--- src/rtl/pxu_pkg.sv ---
package pxu_pkg;
  localparam logic [1:0] ACC_READ  = 2'd0;
  localparam logic [1:0] ACC_WRITE = 2'd1;
  localparam logic [1:0] ACC_FETCH = 2'd2;

  localparam logic [1:0] FLT_NONE = 2'd0;
  localparam logic [1:0] FLT_LEN  = 2'd1;
  localparam logic [1:0] FLT_INV  = 2'd2;
  localparam logic [1:0] FLT_PERM = 2'd3;

  // entry bit positions
  localparam int PTE_V  = 0;
  localparam int PTE_RO = 1;
  localparam int PTE_RW = 2;
  localparam int PTE_X  = 3;

  typedef struct packed {
    logic x;
    logic rw;
    logic ro;
  } perm_t;

  typedef enum logic [2:0] {
    S_IDLE, S_LOOK, S_MREQ, S_MWAIT, S_RESP
  } walk_state_e;
endpackage

--- src/rtl/pxu_cfg_regs.sv ---
module pxu_cfg_regs #(
  parameter int W = 32
) (
  input  logic         clk,
  input  logic         rst_n,
  input  logic         wr_en,
  input  logic         sel,
  input  logic [W-1:0] wdata,
  output logic [W-1:0] base_q,
  output logic [W-1:0] len_q
);
  always_ff @(posedge clk) begin
    if (!rst_n) begin
      base_q <= '0;
      len_q  <= '0;
    end else if (wr_en) begin
      if (sel) len_q  <= wdata;
      else     base_q <= wdata;
    end
  end
endmodule

--- src/rtl/pxu_perm_check.sv ---
module pxu_perm_check
  import pxu_pkg::*;
(
  input  logic [1:0] acc,
  input  logic       valid,
  input  perm_t      perm,
  output logic [1:0] fault
);
  logic allowed;

  always_comb begin
    unique case (acc)
      ACC_READ:  allowed = perm.ro | perm.rw;
      ACC_WRITE: allowed = perm.rw;
      ACC_FETCH: allowed = perm.x;
      default:   allowed = 1'b0;
    endcase
    if (!valid)        fault = FLT_INV;
    else if (!allowed) fault = FLT_PERM;
    else               fault = FLT_NONE;
  end
endmodule

--- src/rtl/pxu_tlb.sv ---
module pxu_tlb
  import pxu_pkg::*;
#(
  parameter int ENTRIES = 32,
  parameter int VPN_W   = 20,
  parameter int PFN_W   = 20
) (
  input  logic             clk,
  input  logic             rst_n,
  input  logic             flush,
  input  logic [VPN_W-1:0] lookup_vpn,
  output logic             hit,
  output logic [PFN_W-1:0] hit_pfn,
  output perm_t            hit_perm,
  input  logic             fill_en,
  input  logic [VPN_W-1:0] fill_vpn,
  input  logic [PFN_W-1:0] fill_pfn,
  input  perm_t            fill_perm
);
  localparam int IDX_W = (ENTRIES > 1) ? $clog2(ENTRIES) : 1;
  localparam logic [IDX_W-1:0] LAST = IDX_W'(ENTRIES - 1);

  logic [ENTRIES-1:0] vld;
  logic [ENTRIES-1:0] match;
  logic [VPN_W-1:0]   tag_mem  [ENTRIES];
  logic [PFN_W-1:0]   pfn_mem  [ENTRIES];
  perm_t              perm_mem [ENTRIES];
  logic [IDX_W-1:0]   ptr;

  for (genvar g = 0; g < ENTRIES; g++) begin : g_cmp
    assign match[g] = vld[g] && (tag_mem[g] == lookup_vpn);
  end

  always_comb begin
    hit      = |match;
    hit_pfn  = '0;
    hit_perm = '0;
    for (int i = 0; i < ENTRIES; i++) begin
      if (match[i]) begin
        hit_pfn  = hit_pfn | pfn_mem[i];
        hit_perm = hit_perm | perm_mem[i];
      end
    end
  end

  always_ff @(posedge clk) begin
    if (!rst_n) begin
      vld <= '0;
      ptr <= '0;
    end else if (flush) begin
      vld <= '0;
      ptr <= '0;
    end else if (fill_en) begin
      vld[ptr] <= 1'b1;
      ptr      <= (ptr == LAST) ? '0 : ptr + 1'b1;
    end
  end

  always_ff @(posedge clk) begin
    if (fill_en && !flush) begin
      tag_mem[ptr]  <= fill_vpn;
      pfn_mem[ptr]  <= fill_pfn;
      perm_mem[ptr] <= fill_perm;
    end
  end
endmodule

--- src/rtl/page_xlate_unit.sv ---
module page_xlate_unit
  import pxu_pkg::*;
#(
  parameter int VA_W  = 32,
  parameter int PA_W  = 32,
  parameter int PG_W  = 12,
  parameter int PTE_W = 32,
  parameter int TLB_N = 32
) (
  input  logic             clk,
  input  logic             rst_n,
  input  logic             cfg_wr_en,
  input  logic             cfg_sel,
  input  logic [PA_W-1:0]  cfg_wdata,
  input  logic             tlb_flush,
  input  logic             req_valid,
  output logic             req_ready,
  input  logic [VA_W-1:0]  req_vaddr,
  input  logic [1:0]       req_acc,
  output logic             rsp_valid,
  input  logic             rsp_ready,
  output logic [PA_W-1:0]  rsp_paddr,
  output logic [1:0]       rsp_fault,
  output logic             mem_req_valid,
  input  logic             mem_req_ready,
  output logic [PA_W-1:0]  mem_req_addr,
  input  logic             mem_rsp_valid,
  input  logic [PTE_W-1:0] mem_rsp_data
);
  localparam int VPN_W = VA_W - PG_W;
  localparam int PFN_W = PA_W - PG_W;

  walk_state_e      state_q;
  logic [VPN_W-1:0] vpn_q;
  logic [PG_W-1:0]  off_q;
  logic [1:0]       acc_q;
  logic             drop_fill_q;
  logic [PA_W-1:0]  pte_addr_q;
  logic [PA_W-1:0]  paddr_q;
  logic [1:0]       fault_q;

  logic [PA_W-1:0]  base_q, len_q;
  logic             hit;
  logic [PFN_W-1:0] hit_pfn;
  perm_t            hit_perm;
  perm_t            pte_perm;
  logic [PFN_W-1:0] pte_pfn;
  logic             chk_valid;
  perm_t            chk_perm;
  logic [1:0]       chk_fault;
  logic             len_fault;
  logic             fill_en;
  logic             unused_pte_bits;

  pxu_cfg_regs #(.W(PA_W)) cfg_i (
    .clk(clk), .rst_n(rst_n), .wr_en(cfg_wr_en), .sel(cfg_sel),
    .wdata(cfg_wdata), .base_q(base_q), .len_q(len_q)
  );

  assign pte_pfn         = mem_rsp_data[PTE_W-1 -: PFN_W];
  assign pte_perm        = '{x: mem_rsp_data[PTE_X], rw: mem_rsp_data[PTE_RW],
                             ro: mem_rsp_data[PTE_RO]};
  assign unused_pte_bits = ^mem_rsp_data[PTE_W-PFN_W-1:PTE_X+1];

  assign fill_en = (state_q == S_MWAIT) && mem_rsp_valid && mem_rsp_data[PTE_V]
                   && !drop_fill_q && !tlb_flush;

  pxu_tlb #(.ENTRIES(TLB_N), .VPN_W(VPN_W), .PFN_W(PFN_W)) tlb_i (
    .clk(clk), .rst_n(rst_n), .flush(tlb_flush),
    .lookup_vpn(vpn_q), .hit(hit), .hit_pfn(hit_pfn), .hit_perm(hit_perm),
    .fill_en(fill_en), .fill_vpn(vpn_q), .fill_pfn(pte_pfn), .fill_perm(pte_perm)
  );

  // one checker serves both the cached path and the table-walk path
  assign chk_valid = (state_q == S_LOOK) ? 1'b1 : mem_rsp_data[PTE_V];
  assign chk_perm  = (state_q == S_LOOK) ? hit_perm : pte_perm;

  pxu_perm_check perm_i (
    .acc(acc_q), .valid(chk_valid), .perm(chk_perm), .fault(chk_fault)
  );

  assign len_fault = {{(PA_W-VPN_W){1'b0}}, vpn_q} >= len_q;

  always_ff @(posedge clk) begin
    if (!rst_n) begin
      state_q     <= S_IDLE;
      vpn_q       <= '0;
      off_q       <= '0;
      acc_q       <= '0;
      drop_fill_q <= 1'b0;
      pte_addr_q  <= '0;
      paddr_q     <= '0;
      fault_q     <= FLT_NONE;
    end else begin
      unique case (state_q)
        S_IDLE: if (req_valid) begin
          vpn_q   <= req_vaddr[VA_W-1:PG_W];
          off_q   <= req_vaddr[PG_W-1:0];
          acc_q   <= req_acc;
          state_q <= S_LOOK;
        end
        S_LOOK: begin
          drop_fill_q <= 1'b0;
          if (len_fault) begin
            fault_q <= FLT_LEN;
            paddr_q <= '0;
            state_q <= S_RESP;
          end else if (hit) begin
            fault_q <= chk_fault;
            paddr_q <= (chk_fault == FLT_NONE) ? {hit_pfn, off_q} : '0;
            state_q <= S_RESP;
          end else begin
            pte_addr_q <= base_q + {{(PA_W-VPN_W-2){1'b0}}, vpn_q, 2'b00};
            state_q    <= S_MREQ;
          end
        end
        S_MREQ: begin
          if (tlb_flush) drop_fill_q <= 1'b1;
          if (mem_req_ready) state_q <= S_MWAIT;
        end
        S_MWAIT: begin
          if (tlb_flush) drop_fill_q <= 1'b1;
          if (mem_rsp_valid) begin
            fault_q <= chk_fault;
            paddr_q <= (chk_fault == FLT_NONE) ? {pte_pfn, off_q} : '0;
            state_q <= S_RESP;
          end
        end
        S_RESP: if (rsp_ready) state_q <= S_IDLE;
        default: state_q <= S_IDLE;
      endcase
    end
  end

  assign req_ready     = (state_q == S_IDLE);
  assign rsp_valid     = (state_q == S_RESP);
  assign rsp_paddr     = paddr_q;
  assign rsp_fault     = fault_q;
  assign mem_req_valid = (state_q == S_MREQ);
  assign mem_req_addr  = pte_addr_q;
endmodule

--- config.mk ---
export PLATFORM = sky130hd
export DESIGN_NAME = page_xlate_unit
export DESIGN_NICKNAME = d
export VERILOG_FILES = /design/src/rtl/pxu_pkg.sv /design/src/rtl/pxu_cfg_regs.sv /design/src/rtl/pxu_perm_check.sv /design/src/rtl/pxu_tlb.sv /design/src/rtl/page_xlate_unit.sv
export SDC_FILE = /design/constraint.sdc
export NUM_CORES = 2
export LEC_CHECK = 0
export BUFFER_PORTS_ARGS = -buffer_cell sky130_fd_sc_hd__buf_2
export CORE_ASPECT_RATIO = 0.7
export CORE_UTILIZATION = 65
export CTS_BUF_LIST = sky130_fd_sc_hd__clkbuf_4 sky130_fd_sc_hd__clkbuf_8
export DETAILED_ROUTE_END_ITERATION = 10
export PLACE_DENSITY = 0.83
export SETUP_SLACK_MARGIN = 0.4
export SYNTH_ARGS = -nofsm -noshare
export SYNTH_HDL_FRONTEND = slang
export SYNTH_SLANG_ARGS = --single-unit
--- constraint.sdc ---
create_clock -name clk -period 5 [get_ports clk]
set_input_delay 0.75 -clock clk [delete_from_list [all_inputs] [get_ports clk]]
set_output_delay 0.75 -clock clk [all_outputs]
set_load 0.02 [all_outputs]
==> out/qor.yml <==
yosysTopAreaCell: "edfxtp_1"
setup_viol: 0
crit_arrival_ns: 5.60
clock.fmax_mhz: 212
grt.total_usage_pct: 38.0
power_leakage_nw: 24.3
synth_cells: 4377
yosysMostFrequentCell: "edfxtp_1"
min_period_over_period_pct: 94.3
ir_worst_vdd_uv: 356
synth_warnings: 0
use_met2_pct: 53.5
cp-end-kind: "flop"
clk-insertion-delay-late_ns: 0.98
vias: 43500
dieWidth_um: 379
synth_edf_count: 1376
ys_ff_latch: 1581
path_clk_slew_ns: 0.07
wl_um: 192000
port_buffers: 167
cts_buffers: 217
ys_types: 84
grtUsageMet3_pct: 12.3
start_util_pct: 65.8
grt_start_max_net_pins: 77
fin_area_sq_um: 73300
fin_crit_ns: 4.72
core_area_sq_um: 98400
cp_data_required_time_ns: 5.89
grt_pass1_wl_um: 275000
drt_iter0_markers: 7695
avgViaCountPerCell: 6.86
max_cap_violations: 0
synth_common_cells: "edfxtp_1 (1376), xnor2_1 (505), nand2_1 (282)"
avgSynthCellArea_sq_um: 14.8
postPlaceCellArea_sq_um: 68300
max_slew.worst_pin.slew_ns: 1.37
first_global_vias: 42200
critPathKind: "flop to flop"
drt.antenna.violating_nets: 0
io_pins: 176
wl_per_cell_um: 30.3
cp-start-kind: "flop"
clock-root-buffer: "clkbuf_8"
clkSinkCount: 1581
synth_flop_cell: "edfxtp_1"
grt.busiest_layer: "met2"
synth_nets: 4530
h-tree-depth: 4
relSlewSlack_pct: 8.45
crit_fanout: 29
nets: 4972
antenna_found_initial: 8
status: "completed"
dp.final_hpwl_um: 113000
max-clock-path-buffers: 3
drive_gt1_share_pct: 17.2
synthTopCellsByArea: "edfxtp_1 (64%), xnor2_1 (6.8%), dfxtp_1 (6.3%)"
final.setup.tns_ns: 0
hold_path.class: "input port to flop"
dr.pass1.iters: 7
fp-row-count: 96
p_per_area_nw_per_um2: 370
synth_top_area_share_pct: 63.8
die_area_sq_um: 101000
gp_congestion: 0.949
syn_area_sq_um: 64800
synthToLayoutAreaGrowth_pct: 13.2
cts_tree: "done"
synthArstFlopShare_pct: 0
skew_ns: 0.0521
grt-ovfl-total: 0
ys_seq_area_share_pct: 70.1
use_met1_pct: 53.4
drc: 0
slew_viol_final: 0
post-cts-setup-buffers: 0
final-hold-violation-count: 0
chipHeight_um: 266
final_util_pct: 74.5
rsz0062_at_grt: "false"
metrics by stage:
step | hold WS (ns) | setup WS (ns) | std cells | power [mW]
final | 0.0544 | 0.284 | 6333 | 27.1
after floorplan | 0.435 | 1.00 | 4377 | 16.2
after global routing | 0.0558 | 0.459 | 6332 | 27.7
after global placement | 0.439 | 0.792 | 5865 | 17.0
after CTS | 0.00172 | 0.582 | 6326 | 27.0
after detailed placement | 0.445 | 0.585 | 5865 | 17.1
sequential cells by signal, indices dropped and copies added (netlist names), 20 cells and up:
register	cells
cfg_i.base_q	32
mem_req_addr	32
tlb_i.perm_mem	96
tlb_i.pfn_mem	640
rsp_paddr	32
tlb_i.tag_mem	640
cfg_i.len_q	32
vpn_q	20
tlb_i.vld	32
layer usage:
metal / part of all wire (%) / up-vias
met5: 0.029 / -
met1: 35 / 20900
met3: 17 / 750
li1: - / 17800
met2: 42 / 4038
met4: 5.5 / 4
critical path: stages, from the launching register on:
cell	delay [ns]
dfxtp_4	0.85
buf_4	0.32
xnor2_1	0.21
nand4_1	0.16
nor4_1	1.06
nand3_1	0.31
o2111ai_1	0.18
or4_1	0.23
nor2_1	0.10
o41ai_4	0.55
nor2_2	0.31
o31ai_2	0.32
placed cells by master (no fill, tap or decap), drive strengths merged, types with 22 or more instances in the layout:
cell and instances:
nor2 173, o21ai 23, and3 29, o31a 22
a22oi 87, a221oi 124, ha 45, nor4 74
nor3 24, xnor2 505, nand2 282, dfxtp 205
edfxtp 1376, clkbuf 326, and2 29, a21oi 160
clkinv 64, nand3 152, inv 52, or4 42
xor2 183, and4 25, buf 375, a22o 122
dlygate4sd3 58, nand4 201
final cells by class:
type / count / area [sq um]
diodes: 7 / 17.5
clock buffers: 326 / 3930
clock inverters: 77 / 505
fillers: 5511 / 25100
inverters: 45 / 171
multi-input cells: 2541 / 18300
flip-flops and latches: 1581 / 45500
well taps: 1323 / 1660
repair buffers: 433 / 3270
worst paths after layout:
| path | cells after the start | from | slack [ns] | end |
|---|---|---|---|---|
| setup / recovery | 11 | vpn_q[18] | 0.28 | rsp_paddr[9] |
| hold / removal | 3 | cfg_wdata[27] | 0.05 | cfg_i.len_q[27] |
| setup reg to reg | 11 | vpn_q[18] | 0.28 | rsp_paddr[9] |
| hold reg to reg | 2 | mem_req_addr[0] | 0.45 | mem_req_addr[0] |
logic make-up after synthesis:
kind of cell             count (synthesis)  synth area share, %
flip-flops                            1581                 70.1
AO/OA/AOI/OAI                          668                 8.04
AND/OR/NAND/NOR                       1121                 9.20
adder cells (fa/ha/maj)                 46                0.900
multiplexers                            18                0.278
buffers and inverters                  255                 2.14
XOR/XNOR                               688                 9.30
power breakdown:
part / internal [mW] / leakage [nW] / switching, mW
registers: 14.5 / 14.2 / 0.271
logic: 0.776 / 7.67 / 1.42
clock network: 5.19 / 2.35 / 4.95
total: 20.5 / 24.3 / 6.64
repair_timing:
item / 4_1_cts / 5_1_grt
endpoints found under the hold margin: 77 / 0
hold buffers: 58 / 0
resized for setup: 0 / 0
Power figures use the tool's default switching activity.
